--- src/rtl/crc4_mf_aligner.sv ---
module crc4_mf_aligner #(
  parameter int TMO_FRAMES = 3200,
  parameter logic [5:0] MFA_WORD = 6'b001011
) (
  input  logic       clk,
  input  logic       rst_n,
  input  logic       frm_vld,
  input  logic       frm_nfas,
  input  logic       ts0_b1,
  input  logic       bsync,
  input  logic       iw_off,
  output logic       crc_sync,
  output logic [3:0] fidx,
  output logic       far_noncrc,
  output logic       rx_crc_hold,
  output logic       tx_ebit_zero
);
  localparam int TW = $clog2(TMO_FRAMES + 1);
  localparam logic [TW-1:0] TLAST = TW'(TMO_FRAMES - 1);

  typedef enum logic [1:0] {S_HUNT, S_CAND, S_LOCK, S_NOCRC} st_t;

  st_t           st;
  logic [5:0]    win;
  logic [3:0]    idx;
  logic [TW-1:0] tmr;

  wire [5:0] win_nx  = {win[4:0], ts0_b1};
  wire       nfas_ev = frm_vld & frm_nfas;
  wire       hit     = nfas_ev & (win_nx == MFA_WORD);
  wire       tmo     = frm_vld & (tmr == TLAST) & ~iw_off;
  wire       hunting = (st == S_HUNT) | (st == S_CAND);

  always_ff @(posedge clk) begin
    if (!rst_n || !bsync) begin
      st  <= S_HUNT;
      win <= '1;
      idx <= '0;
      tmr <= '0;
    end else begin
      if (nfas_ev) win <= win_nx;
      if (frm_vld && hunting && tmr != TLAST) tmr <= tmr + 1'b1;
      if (frm_vld) begin
        case (st)
          S_HUNT: begin
            if (tmo) st <= S_NOCRC;
            else if (hit) begin
              st  <= S_CAND;
              idx <= 4'd11;
            end
          end
          S_CAND: begin
            if (idx == 4'd10) begin
              if (hit) begin
                st  <= S_LOCK;
                idx <= 4'd11;
              end else begin
                st  <= tmo ? S_NOCRC : S_HUNT;
                idx <= '0;
              end
            end else if (tmo) begin
              st  <= S_NOCRC;
              idx <= '0;
            end else begin
              idx <= idx + 1'b1;
            end
          end
          S_LOCK:  idx <= idx + 1'b1;
          default: idx <= '0;
        endcase
      end
    end
  end

  assign crc_sync     = (st == S_LOCK);
  assign far_noncrc   = (st == S_NOCRC);
  assign rx_crc_hold  = far_noncrc;
  assign tx_ebit_zero = far_noncrc;
  assign fidx         = idx;
endmodule


--- config.mk ---
export PLATFORM = sky130hd
export DESIGN_NAME = crc4_mf_aligner
export DESIGN_NICKNAME = d
export VERILOG_FILES = /design/src/rtl/crc4_mf_aligner.sv
export SDC_FILE = /design/constraint.sdc
export NUM_CORES = 1
export LEC_CHECK = 0
export BUFFER_PORTS_ARGS = -buffer_cell sky130_fd_sc_hd__buf_2
export CORE_UTILIZATION = 40
export CTS_CLUSTER_DIAMETER = 30
export DETAILED_ROUTE_END_ITERATION = 8
export PLACE_DENSITY_LB_ADDON = 0.3
export SLEW_MARGIN = 20
export SYNTH_ARGS = -nofsm -noshare
export SYNTH_HDL_FRONTEND = slang
export SYNTH_SLANG_ARGS = --single-unit
--- constraint.sdc ---
create_clock -name clk -period 5.45 [get_ports clk]
set_input_delay 1.09 -clock clk [delete_from_list [all_inputs] [get_ports clk]]
set_output_delay 1.09 -clock clk [all_outputs]
set_load 0.005 [all_outputs]
==> impl_metrics.py <==
metrics = {
    "synth": {
        "synth_cells": 151,
        "synth_seq_cells": 23,
        "ys_seq_area_share_pct": 37.70,
        "post-synth-top-area-cell": "dfxtp_1",
        "synthDistinctLibCells": 35,
        "post_synth_main_area_contributors": "dfxtp_1 (38%), nand2_1 (5.5%), xnor2_1 (5.0%)",
        "synth_warnings": 0,
        "synthDominantCellAreaShare_pct": 37.70,
        "mappedNetlistArea_um2": 1221,
        "mappedNetlistNets": 161,
        "synthesized_area_per_cell_um2": 8.087,
    },
    "clock_network": {
        "post_cts.repair.setup_buffers": 0,
        "h_tree_levels": 1,
        "cts-buffers-inserted": 3,
        "cts_hold_repair.buffers": 0,
        "clk_path_buf_depth": 2,
        "clock-root-buffer": "clkbuf_4",
        "clock_tree_from_tritoncts": "built",
        "clock_insertion_delay_at_the_later_pin_of_the_skew_report_ps": 320,
        "clkTransAtPathRegs_ps": 140,
        "ctsResizeCount": 0,
        "clock_sink_count": 23,
    },
    "cells_and_area": {
        "most_frequent_cells_in_the_layout": "dfxtp_1 (23), nand2_1 (18), buf_2 (14), nor2_1 (13), nand3_1 (11)",
        "design_area_um2": 1313,
        "post_route_cells_drive_above_1_share_pct": 12.50,
        "fin_cells": 191,
        "filler_cell_count": 280,
        "final_common_cell": "dfxtp_1",
        "net_count_final": 171,
        "area_growth_syn_to_layout_pct": 7.480,
        "num_antenna_cells": 0,
    },
    "critical_path": {
        "crit_path_max_fanout": 10,
        "timing.critical_path.slowest_stage_cell": "or4_1",
        "cp_cell_sequence": "buf_2 -> nand2_1 -> or4_1 -> o21ai_0 -> o21ai_0 -> a21oi_1",
        "crit_buf_inv": 1,
        "critical-path-max-stage-delay_ps": 580,
        "data_required_time_at_the_worst_endpoint_ps": 5710,
        "timing.rr.start": "tmr[0]",
        "timing.critical_path.from_type": "input port",
        "setup.worst_path.end_class": "flop",
        "path_delay_family": "simple AND/OR/NAND/NOR gates",
        "worst_path_most_repeated_cell": "o21ai_0",
        "worstPathArrival_ps": 2750,
        "timing_worst_setup_path_type": "input port to flop",
        "setup.worst_path.start": "frm_vld",
    },
    "floorplan": {
        "design.die.area_um2": 3278,
        "starting_density_of_the_core_pct": 43.17,
        "design.portCount": 15,
        "core-area_um2": 2829,
        "fp-row-count": 19,
        "die_height_um": 57.26,
        "die_width_um": 57.26,
    },
    "power": {
        "power_leakage_uw": 0.0004742,
        "worst_ir_drop_vdd_uv": 171.0,
        "powerDensity_nw_per_um2": 203.7,
    },
    "sta": {
        "finalWorstSetupSlack_ps": 2961,
        "finalCritPeriodShare_pct": 45.67,
        "timing.setup.tns_ps": 0,
        "hold_violations": 0,
        "setup_viol": 0,
        "timing.final.max_slew_violations": 0,
        "maxClockFrequency_mhz": 401.8,
        "maxSlewHeadroom_pct": 60.19,
        "tightestPinTransition_ps": 591.7,
        "grt_setup_unrepaired": "false",
        "whs_ps": 496.7,
        "timing.final.crit_period_ps": 2489,
        "clock_skew_ps": 20.42,
    },
    "place": {
        "dpl_worst_slack_ps": 2660,
        "detailedPlacementHpwl_um": 1760,
        "postPlaceCellArea_um2": 1286,
        "portBuffers": 14,
        "dpl.cell_count": 187,
        "place_congestion": 0.8127,
    },
    "hold_path": {
        "holdCritStartpoint": "win[4]",
        "holdCritPathClass": "flop to flop",
    },
    "global_routing": {
        "antenna_found_initial": 0,
        "grt_pass1_wl_um": 4029,
        "globalRouteOverflowTotal": 0,
        "pin_count_of_the_biggest_net_entering_global_routing": 17,
        "grt_pass1_vias": 948,
        "grt_util_all_layers_pct": 15.75,
    },
    "drt": {
        "detailroute.via_count": 1092,
        "wirelength_um": 2431,
        "avgViaCountPerCell": 5.717,
        "firstDrtPassIters": 6,
        "final_antenna_net_count": 0,
        "routed_wire_length_per_instance_um": 12.73,
        "drc_errors": 2,
        "detailedRoute.firstIterationViolations": 46,
    },
    "status": {
        "failing_checks": "DRC",
        "status": "complete, but fails checks",
    },
    "flow_run": {
        "drv_cap": 0,
    },
}
==> kinds of logic (layout without fill, tap and decap cells) <==
logic type / count (synthesis) / in the layout / synth area share [%]
AO/OA/AOI/OAI: 24 / 24 / 12.71
flip-flops: 23 / 23 / 37.70
adder cells (fa/ha/maj): 3 / 3 / 3.074
buffers and inverters: 11 / 20 / 4.201
XOR/XNOR: 12 / 12 / 8.606
AND/OR/NAND/NOR: 78 / 78 / 33.71
==> cell usage after synthesis <==
cell type and count:
and3b_1 1, a21oi_1 8, or4_1 2, or4_4 1, nor2_1 13, buf_2 2, nor4_1 8, nor3b_1 3
or3_1 1, nand4b_1 1, or4b_1 1, o211ai_1 3, dfxtp_1 23, inv_1 2, nor2b_1 3, nand2b_1 1
o31a_1 1, and3_1 1, nand4_1 4, nand3b_1 1, a21oi_2 1, nand3_1 11, a32o_1 1, o31ai_1 1
clkbuf_1 5, and2_1 3, xor2_1 5, nand2_1 18, buf_4 2, a211oi_1 2, nor3_1 5, o21ai_0 6
ha_1 3, o31ai_2 1, xnor2_1 7
==> final timing paths <==
path         slack [ps]  cells past startpoint      end
max                2960                      6  fidx[1]
min reg2reg         500                      2   win[4]
min                 500                      2   win[4]
max reg2reg        3130                      6  fidx[1]
==> state kept, by name (all words and copies together) (netlist names) <==
| register | flops |
|---|---|
| tmr | 12 |
| win | 5 |
| fidx | 4 |
| st | 2 |
==> area by class of cell <==
cell class                 instances  area, um^2  area share [%]
timing repair buffer              14       70.07           5.338
sequential                        23       460.4           35.08
inverter                           2       7.507          0.5720
multi-input combinational        117       709.4           54.05
clock buffer                       4       26.28           2.002
tap                               31       38.79           2.955
==> tightest hold or removal path: stages, from the launching register on <==
cell     delay [ps]
dfxtp_1         350
nand2_1          60
nand3_1          60
==> per-layer routing <==
metal	global-route usage [%]	vias to the layer above	share of wire (%)
met5	0	-	0
met4	4.530	0	1.0
met3	5.442	4	5.0
met2	26.22	27	46
met1	19.32	499	48
li1	-	562	-
==> power by group <==
group          switching [uW]  total, uW  internal, uW
sequential               1.45        171           170
clock                    52.2       80.8          28.6
combinational            9.72       15.4          5.65
==> metrics by stage <==
step	util, %	power (uW)
3_5_place_dp	45.47	190.3
2_1_floorplan	-	185.7
4_1_cts	46.40	270.3
5_1_grt	46.40	280.2
3_3_place_gp	45.47	190.1
6_report	46.40	267.4
Note: power is estimated with default switching activity, not from simulation.
